$ cat src/rtl/wdiv_pkg.sv
package wdiv_pkg;
  typedef enum logic [1:0] {
    ST_IDLE = 2'd0,
    ST_RUN  = 2'd1,
    ST_DONE = 2'd2
  } divState_e;

  // strobes from control to datapath
  typedef struct packed {
    logic load;   // capture operands, prepare magnitudes
    logic step;   // one restoring iteration
    logic fin;    // outputs valid this cycle
  } dpCtl_t;
endpackage

$ cat src/rtl/wdiv_ctrl.sv
module wdiv_ctrl
  import wdiv_pkg::*;
#(
  parameter int ITER = 32
) (
  input  logic   clk,
  input  logic   rstN,
  input  logic   start,
  input  logic   dvsZero,
  output dpCtl_t ctl,
  output logic   busy,
  output logic   done
);
  localparam int CNT_W = $clog2(ITER);

  divState_e        state;
  logic [CNT_W-1:0] iterCnt;
  logic             lastIter;

  assign lastIter = (iterCnt == CNT_W'(ITER - 1));

  always_ff @(posedge clk or negedge rstN) begin
    if (!rstN) begin
      state   <= ST_IDLE;
      iterCnt <= '0;
    end else begin
      case (state)
        ST_IDLE: if (start) begin
          state   <= dvsZero ? ST_DONE : ST_RUN;
          iterCnt <= '0;
        end
        ST_RUN: begin
          iterCnt <= iterCnt + 1'b1;
          if (lastIter) state <= ST_DONE;
        end
        ST_DONE: state <= ST_IDLE;
        default: state <= ST_IDLE;
      endcase
    end
  end

  always_comb begin
    ctl.load = (state == ST_IDLE) && start;
    ctl.step = (state == ST_RUN);
    ctl.fin  = (state == ST_DONE);
  end

  assign busy = (state != ST_IDLE);
  assign done = (state == ST_DONE);

  // done is a single-cycle strobe
  p_done_pulse_r1: assert property (@(posedge clk) disable iff (!rstN)
    done |=> !done);
  // start while busy does not restart the iteration count
  p_busy_ignore_r1: assert property (@(posedge clk) disable iff (!rstN)
    (state == ST_RUN && start && !lastIter) |=> (state == ST_RUN && iterCnt != '0));
  // accepted start with nonzero divisor enters the iteration phase
  p_start_run_r2: assert property (@(posedge clk) disable iff (!rstN)
    (!busy && start && !dvsZero) |=> (state == ST_RUN && iterCnt == '0));
  // zero divisor finishes at once
  p_start_zero_r2: assert property (@(posedge clk) disable iff (!rstN)
    (!busy && start && dvsZero) |=> done);
  // last iteration is followed by done
  p_last_done_r2: assert property (@(posedge clk) disable iff (!rstN)
    (state == ST_RUN && lastIter) |=> done);
endmodule

$ cat src/rtl/wdiv_dpath.sv
module wdiv_dpath
  import wdiv_pkg::*;
#(
  parameter int DVS_W = 16,
  parameter int DVD_W = 2 * DVS_W
) (
  input  logic             clk,
  input  logic             rstN,
  input  dpCtl_t           ctl,
  input  logic             signedMode,
  input  logic [DVD_W-1:0] dividend,
  input  logic [DVS_W-1:0] divisor,
  input  logic             prevN,
  output logic             dvsZero,
  output logic             regWrEn,
  output logic [DVD_W-1:0] result,
  output logic             flagN,
  output logic             flagZ,
  output logic             flagV,
  output logic             flagC,
  output logic             divZeroExc
);
  // operand magnitudes
  logic             dvdNeg, dvsNeg;
  logic [DVD_W-1:0] dvdMag;
  logic [DVS_W-1:0] dvsMag;

  assign dvsZero = (divisor == '0);
  assign dvdNeg  = signedMode & dividend[DVD_W-1];
  assign dvsNeg  = signedMode & divisor[DVS_W-1];
  assign dvdMag  = dvdNeg ? (~dividend + 1'b1) : dividend;
  assign dvsMag  = dvsNeg ? (~divisor + 1'b1) : divisor;

  // iteration state
  logic [DVD_W-1:0] quoR;
  logic [DVS_W-1:0] remR;
  logic [DVS_W-1:0] dvsMagR;
  logic             quoNegR, remNegR, sgnR, dzR;

  logic [DVS_W:0]   shifted, trial;
  logic             fits;

  assign shifted = {remR, quoR[DVD_W-1]};
  assign trial   = shifted - {1'b0, dvsMagR};
  assign fits    = ~trial[DVS_W];

  always_ff @(posedge clk or negedge rstN) begin
    if (!rstN) begin
      quoR    <= '0;
      remR    <= '0;
      dvsMagR <= '0;
      quoNegR <= 1'b0;
      remNegR <= 1'b0;
      sgnR    <= 1'b0;
      dzR     <= 1'b0;
    end else if (ctl.load) begin
      quoR    <= dvdMag;
      remR    <= '0;
      dvsMagR <= dvsMag;
      quoNegR <= dvdNeg ^ dvsNeg;
      remNegR <= dvdNeg;
      sgnR    <= signedMode;
      dzR     <= dvsZero;
    end else if (ctl.step) begin
      remR <= fits ? trial[DVS_W-1:0] : shifted[DVS_W-1:0];
      quoR <= {quoR[DVD_W-2:0], fits};
    end
  end

  // range check and sign fix-up
  logic             quoHi, ovfU, ovfS, ovf, ok;
  logic [DVS_W-1:0] quoLo, remOut;

  assign quoHi = |quoR[DVD_W-1:DVS_W];
  assign ovfU  = quoHi;
  // magnitude limit: 2^(W-1) for a negative quotient, 2^(W-1)-1 otherwise
  assign ovfS  = quoHi | (quoR[DVS_W-1] & (~quoNegR | (|quoR[DVS_W-2:0])));
  assign ovf   = sgnR ? ovfS : ovfU;

  assign quoLo  = quoNegR ? (~quoR[DVS_W-1:0] + 1'b1) : quoR[DVS_W-1:0];
  assign remOut = remNegR ? (~remR + 1'b1) : remR;

  assign ok         = ctl.fin & ~dzR & ~ovf;
  assign regWrEn    = ok;
  assign divZeroExc = ctl.fin & dzR;
  assign result     = {remOut, quoLo};
  assign flagV      = ctl.fin & ~dzR & ovf;
  assign flagZ      = ok & (quoLo == '0);
  assign flagN      = ok ? quoLo[DVS_W-1] : prevN;
  assign flagC      = 1'b0;

  // write, trap and overflow are mutually exclusive
  p_outcome_excl_r8: assert property (@(posedge clk) disable iff (!rstN)
    $onehot0({regWrEn, divZeroExc, flagV}));
  // overflow keeps N and clears Z
  p_ovf_flags_r8: assert property (@(posedge clk) disable iff (!rstN)
    flagV |-> (flagN == prevN && !flagZ));
  // trap keeps N and clears Z
  p_dz_flags_r3: assert property (@(posedge clk) disable iff (!rstN)
    divZeroExc |-> (flagN == prevN && !flagZ && !flagV));
  // a write carries the quotient sign into N
  p_write_n_r9: assert property (@(posedge clk) disable iff (!rstN)
    regWrEn |-> (flagN == result[DVS_W-1] && !flagV));
endmodule

$ cat src/rtl/word_divider.sv
module word_divider
  import wdiv_pkg::*;
#(
  parameter int DVS_W = 16,
  localparam int DVD_W = 2 * DVS_W
) (
  input  logic             clk,
  input  logic             rstN,
  input  logic             start,
  input  logic             signedMode,
  input  logic [DVD_W-1:0] dividend,
  input  logic [DVS_W-1:0] divisor,
  input  logic             prevN,
  output logic             busy,
  output logic             done,
  output logic             regWrEn,
  output logic [DVD_W-1:0] result,
  output logic             flagN,
  output logic             flagZ,
  output logic             flagV,
  output logic             flagC,
  output logic             divZeroExc
);
  dpCtl_t ctl;
  logic   dvsZero;

  wdiv_ctrl #(.ITER(DVD_W)) u_ctrl (
    .clk(clk), .rstN(rstN), .start(start), .dvsZero(dvsZero),
    .ctl(ctl), .busy(busy), .done(done)
  );

  wdiv_dpath #(.DVS_W(DVS_W), .DVD_W(DVD_W)) u_dpath (
    .clk(clk), .rstN(rstN), .ctl(ctl), .signedMode(signedMode),
    .dividend(dividend), .divisor(divisor), .prevN(prevN),
    .dvsZero(dvsZero), .regWrEn(regWrEn), .result(result),
    .flagN(flagN), .flagZ(flagZ), .flagV(flagV), .flagC(flagC),
    .divZeroExc(divZeroExc)
  );

  // C never set while outputs are valid
  p_c_clear_r10: assert property (@(posedge clk) disable iff (!rstN)
    done |-> !flagC);
  // outcome outputs only with done
  p_quiet_idle_r1: assert property (@(posedge clk) disable iff (!rstN)
    !done |-> (!regWrEn && !divZeroExc && !flagV));
endmodule

$ cat config.mk
export PLATFORM = sky130hd
export DESIGN_NAME = word_divider
export DESIGN_NICKNAME = d
export VERILOG_FILES = /design/src/rtl/wdiv_pkg.sv /design/src/rtl/wdiv_ctrl.sv /design/src/rtl/wdiv_dpath.sv /design/src/rtl/word_divider.sv
export SDC_FILE = /design/constraint.sdc
export NUM_CORES = 1
export LEC_CHECK = 0
export BUFFER_PORTS_ARGS = -buffer_cell sky130_fd_sc_hd__buf_2
export CAP_MARGIN = 15
export CORE_MARGIN = 5
export CORE_UTILIZATION = 50
export CTS_CLUSTER_SIZE = 25
export DETAILED_ROUTE_END_ITERATION = 10
export GPL_ROUTABILITY_DRIVEN = 0
export PLACE_DENSITY_LB_ADDON = 0.15
export REMOVE_ABC_BUFFERS = 1
export SLEW_MARGIN = 20
export SYNTH_ARGS = -nofsm -noshare
export SYNTH_HDL_FRONTEND = slang
export SYNTH_SLANG_ARGS = --single-unit
$ cat constraint.sdc
create_clock -name clk -period 6.6 [get_ports clk]
set_input_delay 0.66 -clock clk [delete_from_list [all_inputs] [get_ports clk]]
set_output_delay 0.66 -clock clk [all_outputs]
set_load 0.1 [all_outputs]
# Word-level counts from Yosys, hierarchy flattened
# Index checks and enable logic that the tools add are counted.
# W data, S select, Z words.
[classes] div=0 n_eq_ne=5 multipliers=0 shifts=0 reduce_logical=11 n_lt_le_gt_ge=0 n_addsub=6 mux=17 bitwise_logic=19
[op_table] cell="$mux W16" n=6
[op_table] cell="$mux W32" n=3
[op_table] cell="$add A16 B1 Y16 const B" n=3
[op_table] cell="$not A16 Y16" n=3
[op_table] cell="$add A32 B1 Y32 const B" n=1
[op_table] cell="$logic_not A16 Y1" n=2
[op_table] cell="$not A32 Y32" n=1
[op_table] cell="$sub A17 B16 Y17" n=1
[op_table] cell="$reduce_or A16 Y1" n=1
[op_table] cell="$reduce_or A15 Y1" n=1
[op_table] cell="$pmux W5 S2" n=1
[op_table] cell="$and A1 B1 Y1" n=8
[op_table] cell="$mux W2" n=3
[op_table] cell="$reduce_bool A2 Y1" n=3
[op_table] cell="$add A5 B1 Y5 const B" n=1
[op_table] cell="$eq A5 B5 Y1 const B" n=1
[op_table] cell="$mux W5" n=1
[op_table] cell="$not A1 Y1" n=4
[op_table] cell="$pmux W2 S2" n=1
[op_table] cell="$reduce_and A2 Y1" n=2
[op_table] cell="$eq A2 B1 Y1 const B" n=1
[op_table] cell="$eq A2 B2 Y1 const B" n=1
[op_table] cell="$logic_not A2 Y1" n=1
[op_table] cell="$mux W1" n=2
[op_table] cell="5 further kinds" n=6
[totals] elab_cells=67 romBits=0 out_inout_bits=40 regBits=75 input_bits=53 latch_bits=0 n_memories=0 ramBits=0

# Longest topological paths before layout
[logic_depth] word_depth=8 depth_mapped=11 depth_no_buf=9

# Modules after synthesis
# A second synthesis with hierarchy kept.
[hier_totals] hier_cells=707 area_unflattened_um2=6014.5
[modules_own_cells] mod="wdiv_dpath" n_inst=1 seq_area_each_um2=1701.6 area_each_um2=5641.7 cells_per_inst=670
[modules_own_cells] mod="wdiv_ctrl" n_inst=1 seq_area_each_um2=175.2 area_each_um2=372.9 cells_per_inst=37

# Worst setup path after synthesis
# OpenSTA, ideal clock, no wires.
[synth_path] path_type="register to output" start="register u_ctrl.state[0]" end="output flagZ" path_buffers=0 required_time_ps=5940 slack_ps=648 path_stages_with_launch=5 arrival_time_ps=5292 cell_sequence="dfrtp_1 nor2b_1 nand2b_1 nor3_1 and3_1"
[synth_between] elab_chain_cells=4
[synth_rtl] element="start: declaration" line="wdiv_ctrl.sv:16" source="divState_e state;"
[synth_rtl] element="start signal: assignment" line="wdiv_ctrl.sv:29" source="state <= dvsZero ? ST_DONE : ST_RUN;"
[synth_rtl] element="$eq A2 B2 Y1"
[synth_rtl] element="via done" line="word_divider.sv:15" source="output logic done,"
[synth_rtl] element="$and A1 B1 Y1 (2 in a row)" line="wdiv_dpath.sv:83" source="assign ok = ctl.fin & ~dzR & ~ovf;"
[synth_rtl] element="via regWrEn" line="word_divider.sv:16" source="output logic regWrEn,"
[synth_rtl] element="$and A1 B1 Y1" line="wdiv_dpath.sv:88" source="assign flagZ = ok & (quoLo == '0);"
[synth_rtl] element="end: declaration" line="word_divider.sv:19" source="output logic flagZ,"
# The timed path passes the listed nets, and every way through them passes these cells.

# Final worst setup path
[layout_path] start="register u_dpath.quoR[0]" end="output flagN"
[layout_between] elab_chain_cells=8 word_cells_on_any_way=11 cone_classes="add/sub: 1; mux: 3; bitwise: 6; reduce/logical: 1"
[layout_rtl] element="start: declaration" line="wdiv_dpath.sv:35" source="logic [DVD_W-1:0] quoR;"
[layout_rtl] element="start signal: assignment" line="wdiv_dpath.sv:57" source="quoR <= dvdMag;"
[layout_rtl] element="start signal: assignment" line="wdiv_dpath.sv:66" source="quoR <= {quoR[DVD_W-2:0], fits};"
[layout_rtl] element="parallel branches: the longest is 7 deep, another holds $add A16 B1 Y16"
[layout_rtl] element="$mux W1 (*)" line="wdiv_dpath.sv:89" source="assign flagN = ok ? quoLo[DVS_W-1] : prevN;"
[layout_rtl] element="end: declaration" line="word_divider.sv:18" source="output logic flagN,"
# Mark *: on every way between the ends.

==> run metrics <==
Yosys cell types 63; GRT Total Usage 0.250; CP Capture Type output port; RSZ-0062 raised after global routing false; area grow syn2layout 13.5%; top-area cell type share of the netlist area 0.294; fin nets 960; antenna violation net count after detailed routing 0; crit-path cells inv_1 > ha_1 > nor2b_1 > nand3_1 > nor3_1 > a31oi_1 > nor3_1 > mux2_2 > buf_2; drc violations 0; worst-margin pin slew 910 ps; Arr. time, crit path a little over 3000 ps; post-synth top area cell dfrtp_1; Chip Width 123 um; Final Critical Period 3680 ps; largest net degree at the start of global routing 76; register bit count reported by yosys 75; PostCTS Resize Cnt 0; crit-path leading delay family simple AND/OR/NAND/NOR gates; CTS tree done; Final Cycle Share 0.557; R2R Setup Slk approximately 3400 ps; Seq/Total Area, Yosys 0.294; Slew Viols, Final 0; Detail Placement HPWL 13.4 mm; fin cells 1062; H-tree Lvls 3; syn avg cell area slightly below 8 um^2; most frequent cells in the layout 94 x nand2_1, 90 x buf_2, 77 x o21ai_0, 75 x dfrtp_1, 63 x a21oi_1; CTS Buf Count 9; Core Region 0.0126 mm^2; fillers around 1200; reg2reg end u_dpath.remR[0]$_DFFE_PN0P_; total setup buffers inserted after CTS 0; Placed Cells between 1000 and 1500; grt ovf 0; Chip Height 123 um; final setup fails 0; most common cell after layout, fill and taps aside nand2_1; routed len/inst 17.2 um; Multi-input gate area 0.00418 mm^2; number of global-route vias before repair 6309; ys flop type dfrtp_1; Via density 6.11; clk sink count 75; Syn Inst Count just over 800; worst min path class input pin to asynchronous set/reset pin; CP peak stage delay 440 ps; Reg2Reg Depth 9; slowest cell on the critical path dfrtp_1; Top-Level Pins 93; first-pass GRT wire length around 31 mm; die area 0.0151 mm^2; Setup crit start kind flip-flop; crit path max fanout 5; largest cells by area after synthesis dfrtp_1 29%, xnor2_1 6.2%, o21ai_0 6.0%; First-pass DRT Iterations 5; FF+latch area approximately 0.0019 mm^2; Crit Path Class flip-flop to output port; final hold vios 0; Clock Skew between 6 and 7 ps; setup TNS 0 ps; vias post-DR 6486; status finished, final reports clean; CP required between 5000 and 6000 ps; Max-Cap Viols 0; most used cell, CP nor3_1; hold_buf cts 0; Final Instance Area 0.00725 mm^2; Crit Reg-Reg Startpoint u_dpath.remR[0]$_DFFE_PN0P_; I/O Buffers 91; Max clock buf depth 2; placed cell areas between 0.006 and 0.007 mm^2; share of flip-flops with an asynchronous set or reset 1.00; Synth Cell Area roughly 0.0064 mm^2; layout cells sized above 1 0.150; Crit path buffers/inverters 2; Ys Warns 0; clk root buf clkbuf_16; Initial Util 0.508; Cell Rows 41; relative slew slack 0.378; 1st-iter DRT viols approximately 560; final WL 18.3 mm; count of flip-flops with a built-in enable after synthesis 0; initial antenna violation count 1; fmax 0.272 GHz; Clk pin slew, worst setup/hold paths 60 ps; clk_lat worst skew 330 ps
logic make-up after synthesis:
group / synth area share
XOR/XNOR: 0.0905
buffers and inverters: 0.0541
adder cells (fa/ha/maj): 0.0462
AO/OA/AOI/OAI: 0.267
AND/OR/NAND/NOR: 0.233
other: 0.000587
flip-flops: 0.294
multiplexers: 0.0147
stage by stage:
| step | utilization | hold WS, ps | worst slack, ps |
|---|---|---|---|
| after floorplan | - | 364 | 648 |
| after global placement | 0.550 | 464 | 3350 |
| after detailed placement | 0.550 | 472 | 3280 |
| after CTS | 0.574 | 487 | 2890 |
| after global routing | 0.577 | 204 | 2690 |
| final | 0.577 | 197 | 2920 |
synthesized netlist by cell type (7+ instances only):
library cell	instances
nand2_1	95
and3_1	21
a22oi_1	20
xor2_1	21
a21oi_1	63
nor2_1	48
xnor2_1	45
o211ai_1	9
ha_1	22
clkbuf_1	44
a211oi_1	10
nor2b_1	9
o31ai_1	17
nor3_1	19
inv_1	34
nand2b_1	8
a31oi_1	14
or3_1	10
dfrtp_1	75
and2_1	7
or4_1	10
o21ai_0	77
nand4_1	14
a22o_1	8
nor4_1	12
nand3_1	28
metal layers:
layer	vias up	routed length, um	track usage
met1	3060	7680	0.311
met2	231	8930	0.435
met5	-	11	0
met4	2	501	0.0941
li1	3149	-	-
met3	44	1150	0.0439
registers in the layout, summed over array words and instances (netlist names):
register,flops
u_ctrl.state,2
u_dpath.quoNegR,1
u_dpath.quoR,32
u_dpath.dzR,1
u_ctrl.iterCnt,5
u_dpath.sgnR,1
u_dpath.remNegR,1
u_dpath.remR,16
u_dpath.dvsMagR,16
area by class of cell:
class / instances / area share
Multi-Input combinational cell: 665 / 0.577
Inverter: 34 / 0.0176
Sequential cell: 75 / 0.259
Clock buffer: 9 / 0.0311
Timing Repair Buffer: 99 / 0.0742
Tap cell: 172 / 0.0297
Antenna cell: 1 / 0.000345
Clock inverter: 7 / 0.0114
worst max-delay path by stage:
stage	from	to	slack (ps)	depth (start not counted)
6_report	u_dpath.quoR[0]$_DFFE_PN0P_	flagN	2920	9
5_1_grt	u_dpath.quoR[0]$_DFFE_PN0P_	flagZ	2690	9
4_1_cts	u_dpath.quoR[0]$_DFFE_PN0P_	flagZ	2890	9
3_5_place_dp	u_dpath.quoR[0]$_DFFE_PN0P_	flagN	3280	9
3_3_place_gp	u_dpath.quoR[0]$_DFFE_PN0P_	flagN	3350	9
2_1_floorplan	u_ctrl.state[0]$_DFFE_PN0P_	flagZ	650	4
worst register-to-register path: cells and delay by family (launching register included):
family | cells | cell delay (ps)
flip-flops | 1 | 480
buffers and inverters | 2 | 440
adder cells (fa/ha/maj) | 1 | 500
AND/OR/NAND/NOR | 4 | 960
AO/OA/AOI/OAI | 2 | 750
Power is left out: the tool's default activity adds up to more than one toggle a clock period on the data nets, which glitch-free logic cannot reach.
